$ cat src/rtl/pm_evt_pkg.sv
package pm_evt_pkg;
   typedef enum logic [2:0] {
      SLP_WORK = 3'd0,
      SLP_ONE  = 3'd1,
      SLP_TWO  = 3'd2,
      SLP_THR  = 3'd3,
      SLP_FOUR = 3'd4,
      SLP_OFF  = 3'd5
   } slp_e;

   localparam int BIT_PME    = 0;
   localparam int BIT_BATLOW = 1;
   localparam int BIT_THERM  = 2;
   localparam int BIT_GP0    = 3;
   localparam int FIXED_EVTS = 3;
endpackage

$ cat src/rtl/pm_evt_sync.sv
module pm_evt_sync #(
   parameter int W      = 7,
   parameter int STAGES = 2
) (
   input  logic         clk,
   input  logic         rst_n,
   input  logic [W-1:0] in_n,
   output logic [W-1:0] fall
);
   localparam int CHAIN = STAGES + 1;

   if (STAGES < 2) begin : g_bad_stages
      $error("pm_evt_sync: STAGES must be at least 2");
   end

   for (genvar i = 0; i < W; i++) begin : g_bit
      logic [CHAIN-1:0] pipe;
      always_ff @(posedge clk or negedge rst_n) begin
         if (!rst_n) pipe <= '1;
         else        pipe <= {pipe[CHAIN-2:0], in_n[i]};
      end
      assign fall[i] = pipe[CHAIN-1] & ~pipe[CHAIN-2];
   end
endmodule

$ cat src/rtl/pm_evt_regs.sv
module pm_evt_regs #(
   parameter int              REG_W    = 16,
   parameter logic [REG_W-1:0] STS_MASK = '1,
   parameter logic [REG_W-1:0] EN_MASK  = '1
) (
   input  logic             clk,
   input  logic             rst_n,
   input  logic             wr_en,
   input  logic             wr_addr,
   input  logic [REG_W-1:0] wr_data,
   input  logic [REG_W-1:0] hw_set,
   output logic [REG_W-1:0] sts_q,
   output logic [REG_W-1:0] en_q
);
   logic [REG_W-1:0] clr;

   assign clr = (wr_en && !wr_addr) ? wr_data : '0;

   always_ff @(posedge clk or negedge rst_n) begin
      if (!rst_n) begin
         sts_q <= '0;
         en_q  <= '0;
      end else begin
         sts_q <= ((sts_q & ~clr) | hw_set) & STS_MASK;
         if (wr_en && wr_addr) en_q <= wr_data & EN_MASK;
      end
   end
endmodule

$ cat src/rtl/pm_evt_route.sv
module pm_evt_route #(
   parameter int REG_W = 16
) (
   input  logic [REG_W-1:0] sts,
   input  logic [REG_W-1:0] en,
   input  logic [2:0]       slp_state,
   input  logic             soft_off_hw,
   input  logic             sci_sel,
   output logic             wake_req,
   output logic             sci_irq,
   output logic             smi_irq
);
   import pm_evt_pkg::*;

   logic pend;
   assign pend = |(sts & en);

   always_comb begin
      wake_req = 1'b0;
      sci_irq  = 1'b0;
      smi_irq  = 1'b0;
      case (slp_state)
         SLP_WORK: begin
            sci_irq = pend & sci_sel;
            smi_irq = pend & ~sci_sel;
         end
         SLP_OFF:  wake_req = pend & ~soft_off_hw;
         default:  wake_req = pend;
      endcase
   end
endmodule

$ cat src/rtl/pm_event_block.sv
module pm_event_block #(
   parameter int REG_W    = 16,
   parameter int GP_COUNT = 4,
   parameter bit MOBILE   = 1'b1,
   parameter int SYNC_STG = 2
) (
   input  logic                clk,
   input  logic                resume_rst_n,
   input  logic                pme_n,
   input  logic                batlow_n,
   input  logic                therm_n,
   input  logic [GP_COUNT-1:0] gpe_n,
   input  logic [2:0]          slp_state,
   input  logic                soft_off_hw,
   input  logic                sci_sel,
   input  logic                reg_wr,
   input  logic                reg_addr,
   input  logic [REG_W-1:0]    reg_wdata,
   output logic [REG_W-1:0]    reg_rdata,
   output logic                wake_req,
   output logic                sci_irq,
   output logic                smi_irq
);
   import pm_evt_pkg::*;

   localparam int EVT_N = FIXED_EVTS + GP_COUNT;
   localparam logic [REG_W-1:0] ONE      = REG_W'(1);
   localparam logic [REG_W-1:0] GP_MASK  = ((ONE << GP_COUNT) - ONE) << BIT_GP0;
   localparam logic [REG_W-1:0] BAT_MASK = MOBILE ? (ONE << BIT_BATLOW) : '0;
   localparam logic [REG_W-1:0] STS_MASK = GP_MASK | BAT_MASK
                                         | (ONE << BIT_PME) | (ONE << BIT_THERM);
   localparam logic [REG_W-1:0] EN_MASK  = STS_MASK & ~(ONE << BIT_THERM);

   if (EVT_N > REG_W) begin : g_bad_width
      $error("pm_event_block: GP_COUNT does not fit in REG_W");
   end
   if (GP_COUNT < 1) begin : g_bad_gp
      $error("pm_event_block: GP_COUNT must be at least 1");
   end

   logic [EVT_N-1:0] evt_n, evt_fall;
   logic [REG_W-1:0] hw_set, sts_q, en_q;

   assign evt_n = {gpe_n, therm_n, batlow_n, pme_n};

   pm_evt_sync #(.W(EVT_N), .STAGES(SYNC_STG)) u_sync (
      .clk   (clk),
      .rst_n (resume_rst_n),
      .in_n  (evt_n),
      .fall  (evt_fall)
   );

   if (EVT_N == REG_W) begin : g_set_full
      assign hw_set = evt_fall;
   end else begin : g_set_ext
      assign hw_set = {{(REG_W-EVT_N){1'b0}}, evt_fall};
   end

   pm_evt_regs #(.REG_W(REG_W), .STS_MASK(STS_MASK), .EN_MASK(EN_MASK)) u_regs (
      .clk     (clk),
      .rst_n   (resume_rst_n),
      .wr_en   (reg_wr),
      .wr_addr (reg_addr),
      .wr_data (reg_wdata),
      .hw_set  (hw_set),
      .sts_q   (sts_q),
      .en_q    (en_q)
   );

   assign reg_rdata = reg_addr ? en_q : sts_q;

   pm_evt_route #(.REG_W(REG_W)) u_route (
      .sts         (sts_q),
      .en          (en_q),
      .slp_state   (slp_state),
      .soft_off_hw (soft_off_hw),
      .sci_sel     (sci_sel),
      .wake_req    (wake_req),
      .sci_irq     (sci_irq),
      .smi_irq     (smi_irq)
   );
endmodule

$ cat config.mk
export PLATFORM = sky130hd
export DESIGN_NAME = pm_event_block
export DESIGN_NICKNAME = d
export VERILOG_FILES = /design/src/rtl/pm_evt_pkg.sv /design/src/rtl/pm_evt_sync.sv /design/src/rtl/pm_evt_regs.sv /design/src/rtl/pm_evt_route.sv /design/src/rtl/pm_event_block.sv
export SDC_FILE = /design/constraint.sdc
export NUM_CORES = 1
export LEC_CHECK = 0
export BUFFER_PORTS_ARGS = -buffer_cell sky130_fd_sc_hd__buf_2
export CAP_MARGIN = 5
export CELL_PAD_IN_SITES_DETAIL_PLACEMENT = 0
export CELL_PAD_IN_SITES_GLOBAL_PLACEMENT = 1
export CORE_ASPECT_RATIO = 0.5
export CORE_MARGIN = 5
export CORE_UTILIZATION = 40
export CTS_CLUSTER_DIAMETER = 100
export DETAILED_ROUTE_END_ITERATION = 16
export PLACE_DENSITY_LB_ADDON = 0.1
export SLEW_MARGIN = 25
export SYNTH_ARGS = -nofsm -noshare
export SYNTH_HDL_FRONTEND = slang
export SYNTH_HIERARCHICAL = 1
export SYNTH_SLANG_ARGS = --single-unit
$ cat constraint.sdc
create_clock -name clk -period 1.4 [get_ports clk]
set_clock_uncertainty 0.05 [all_clocks]
set_input_delay 0.14 -clock clk [delete_from_list [all_inputs] [get_ports clk]]
set_output_delay 0.14 -clock clk [all_outputs]
set_load 0.01 [all_outputs]
Word level (Yosys, flattened, before mapping):

Index checks and enable logic that the tools add are counted.
Widths: inputs -> output; s select.

* input port bits: 32
* word-level logic and storage cells: 43
* register bits after elaboration: 34

* eq/ne operators: 1
* multiplexer cells: 5
* reduce and logical (&&, ||, !) cells: 5
* bitwise gates (word level): 23

Operator list (number)
* $reduce_or 16->1: 1
* $and 7x7->7: 2
* $mux 7: 2
* $and 1x1->1: 10
* $not 1->1: 9
* $not 7->7: 1
* $or 7x7->7: 1
* $eq 3x3->1 const B: 1
* $logic_not 3->1: 1
* $logic_and 1x1->1: 2
* $mux 1: 2
* $pmux 1 s2: 1
* $logic_not 1->1: 1

Depth between registers and ports, before layout:

* word-level depth: 6
* depth in mapped cells: 5
* mapped depth without buffers: 4

By module:

Netlist, hierarchy kept.

By module, submodules not included
* pm_evt_regs: cells each 62, instances 1, seq. area each 325.3 um2, area an instance 679.4 um2
* pm_evt_sync: cells each 28, instances 1, seq. area each 551.8 um2, area an instance 648.1 um2
* pm_event_block: cells each 19, instances 1, seq. area each 0.0 um2, area an instance 252.7 um2
* pm_evt_route: cells each 15, instances 1, seq. area each 0.0 um2, area an instance 147.6 um2

Least setup slack after synthesis:

Ideal clock, no wire load.

* path kind: reg-to-output
* from: reg u_regs.sts_q[5]
* to: out smi_irq
* cell stages (with the launch flop): 5
* arrival: 1.117 ns
* path slack: 0.093 ns
* path buffers: 0
* data required time: 1.210 ns
* cells stage by stage: dfrtp_1 a22o_1 a221oi_2 and4_4 nor4_1

* longest elaborated chain between the ends: 4

RTL lines
* from (decl): line pm_evt_regs.sv:12 `output logic [REG_W-1:0] sts_q,`
* from (signal assigned): line pm_evt_regs.sv:24 `sts_q <= ((sts_q & ~clr) | hw_set) & STS_MASK;`
* $and 7x7->7: line pm_evt_route.sv:16 `assign pend = |(sts & en);`
* $reduce_or 16->1: line pm_evt_route.sv:16
* $and 1x1->1: line pm_evt_route.sv:25 `smi_irq = pend & ~sci_sel;`
* $mux 1: line pm_evt_route.sv:22 `case (slp_state)`
* to (decl): line pm_event_block.sv:22 `output logic smi_irq`

Every way passes these cells.

Worst setup path after layout:

* from: reg u_regs.en_q[0]
* to: out smi_irq

* longest elaborated chain between the ends: 4

RTL lines
* from (decl): line pm_evt_regs.sv:13 `output logic [REG_W-1:0] en_q`
* from (signal assigned): line pm_evt_regs.sv:25 `if (wr_en && wr_addr) en_q <= wr_data & EN_MASK;`
* $and 7x7->7: line pm_evt_route.sv:16
* $reduce_or 16->1: line pm_evt_route.sv:16
* $and 1x1->1: line pm_evt_route.sv:25
* $mux 1: line pm_evt_route.sv:22

Every way passes these cells.

==> PnR_summary.wiki <==
{| class="wikitable"
! Metric !! Value
|-
| Max Root-Sink Buffers || 2
|-
| Max frequency || 0.566 GHz
|-
| Port Buf Inserts || 32
|-
| Detailed Routing Iterations Pass 1 || 4
|-
| Synth Cell Area || 1720 µm²
|-
| Cts bufs inserted || 5
|-
| Y dimension of the die || 56.4 µm
|-
| TritonCTS sink count || 34
|-
| Setup crit start kind || flip-flop
|-
| Leak Pwr || 1.07 nW
|-
| Ratio of final minimum period to clock period || 1.26
|-
| Cell row count || 16
|-
| Smallest setup slack after layout || -366 ps
|-
| Endpoint of the most critical register-to-register path || u_regs/sts_q[3]
|-
| Highest net fanout along the worst path || 3
|-
| Global-route wire length before repair || 4530 µm
|-
| Avg WL per Cell || roughly 12 µm
|-
| Final-stage net count || 214
|-
| Clock-pin slew on the worst setup and hold paths || 70 ps
|-
| Worst Setup Path Type || flip-flop to output pin
|-
| Ant. Diodes || 0
|-
| Die X-Extent || just over 100 µm
|-
| Clock root buffer master || clkbuf_8
|-
| Aggregate global routing overflow || 0
|-
| Initial antenna violation count || 0
|-
| Count of endpoints failing setup in the final report || 3
|-
| Post-synthesis to final-layout area growth || 31.1%
|-
| Max H-tree Level || 2
|-
| Synth warnings || 6
|-
| Wirelength, routed || 2860 µm
|-
| Violated checks || negative setup slack
|-
| Path category of the worst min-delay check || primary input to flip-flop
|-
| Final core area utilization || 0.562
|-
| Critical Path RT || 1210 ps
|-
| Critical path data arrival time || approximately 1600 ps
|-
| Endpoint type of the worst setup path || output pin
|-
| Count of cells along the worst hold path || 2
|-
| Met3 Routed Length || about 270 µm
|-
| Final-report hold violation count || 0
|-
| Routed length on met2 || 1250 µm
|-
| Worst reg-to-reg path cell count || 3
|-
| Mapped Cells || 123
|-
| Final total negative setup slack || -1090 ps
|-
| CTS tree || built
|-
| Launch instance of the worst register-to-register path || u_sync/g_bit[3].pipe[2]
|-
| Global-route usage over all layers || 0.102
|-
| Ratio of cells with drive above 1 in the final layout || 0.612
|-
| Starting density of the core || 0.428
|-
| # IOs || 51
|-
| Pin count of the biggest net entering global routing || 20
|-
| Routed length on met1 || 1320 µm
|-
| Hold Worst Slack || 11.1 ps
|-
| Worst Hold Launch || reg_wdata[5]
|-
| Max VDD drop || 0.813 mV
|-
| DRC violations left || 0
|-
| Number of antenna-violating nets in the routed design || 0
|-
| Post-synthesis average cell area || about 14 µm²
|-
| Routability-driven placement congestion ratio || 0.672
|-
| Drt via density || between 4 and 5
|-
| DR iter-0 viols || 11
|-
| Power Dens Cells || approximately 1200 nW/µm²
|-
| Highest layer used for signal routing || met4
|-
| Worst-case register-to-register setup slack || 440 ps
|-
| Number of global-route vias before repair || 992
|-
| Status || finished with violations
|-
| Skew-Pair Late Insertion Delay || 280 ps
|-
| Endpoint, Worst Hold || u_regs/sts_q[5]
|-
| Core outline area || roughly 4000 µm²
|-
| HPWL after DPL || between 2000 and 2500 µm
|-
| Overall die area || 5800 µm²
|-
| Final min period || ~1800 ps
|-
| Pins over their slew limit || 0
|-
| Unrepaired setup endpoints after global routing || true
|-
| Number of vias after detailed routing || just over 1000
|-
| Number of maximum-capacitance violations || 0
|}
[power breakdown]
| part | switching [mW] | internal, mW | total [mW] |
|---|---|---|---|
| logic | 0.201 | 0.332 | 0.533 |
| clock network | 0.335 | 0.687 | 1.02 |
| registers | 0.0590 | 1.09 | 1.15 |
[worst max path at each step]
| stage | startpoint | to | cells after the start |
|---|---|---|---|
| detailed placement | u_regs/sts_q[0] | sci_irq | 5 |
| global route | u_regs/en_q[0] | sci_irq | 5 |
| finish | u_regs/en_q[0] | smi_irq | 5 |
| CTS | u_regs/en_q[0] | sci_irq | 5 |
| floorplan | u_regs/sts_q[5] | smi_irq | 4 |
| global placement | u_regs/sts_q[0] | sci_irq | 5 |
[sequential cells by signal, summed over array words and instances, names as in the netlist]
signal	cells
u_regs/en_q	6
u_regs/sts_q	7
u_sync/g_bit.pipe	21
[layout make-up]
cell class,instances,area (µm²)
Fill cell,344,1760
Sequential cell,34,877
Multi-Input combinational cell,79,726
Timing Repair Buffer,55,427
Clock buffer,7,108
Tap cell,54,67.6
Clock inverter,1,30.0
Inverter,7,26.3
[timing repair]
action | 4_1_cts | 5_1_grt
setup endpoints to repair | 8 | 9
resized for setup | 11 | 4
pin swaps | 4 | 2
setup buffers | 1 | 1
hold endpoints to repair | 18 | 0
hold buffers | 10 | 0
[cells in the final DEF, fill, tap and decap left out, types with 3 or more instances in the layout]
cell type      instances
mux2_2                 3
a22o_1                 4
dfrtp_1               13
clkbuf_8               6
dlygate4sd3_1         10
conb_1                19
buf_6                 11
a221oi_2               4
buf_4                  7
dfstp_2               21
mux2_4                19
inv_1                  7
nor2_1                 8
a31oi_1                7
buf_2                 26
nor2b_4                7
[per-layer routing]
metal,global-route usage,up-vias
met5,0,-
li1,-,512
met4,0.0332,0
met1,0.131,485
met2,0.155,27
met3,0.0445,4
[metrics by stage]
stage	area, µm²	power [mW]	std cells	setup slack, ps
floorplan	1790	1.46	141	92.6
finish	2260	2.70	237	-366
global route	2260	2.84	237	-450
detailed placement	1950	1.61	218	-68.9
CTS	2250	2.73	237	-381
global placement	1950	1.60	218	-61.6
[worst max-delay path, cell delays in order (launching register included)]
cell,delay (ps)
dfrtp_1,380
a22o_1,240
a221oi_2,220
and4_4,280
nor4_1,50
buf_2,130
No activity file was read; power rests on OpenSTA's default activity.
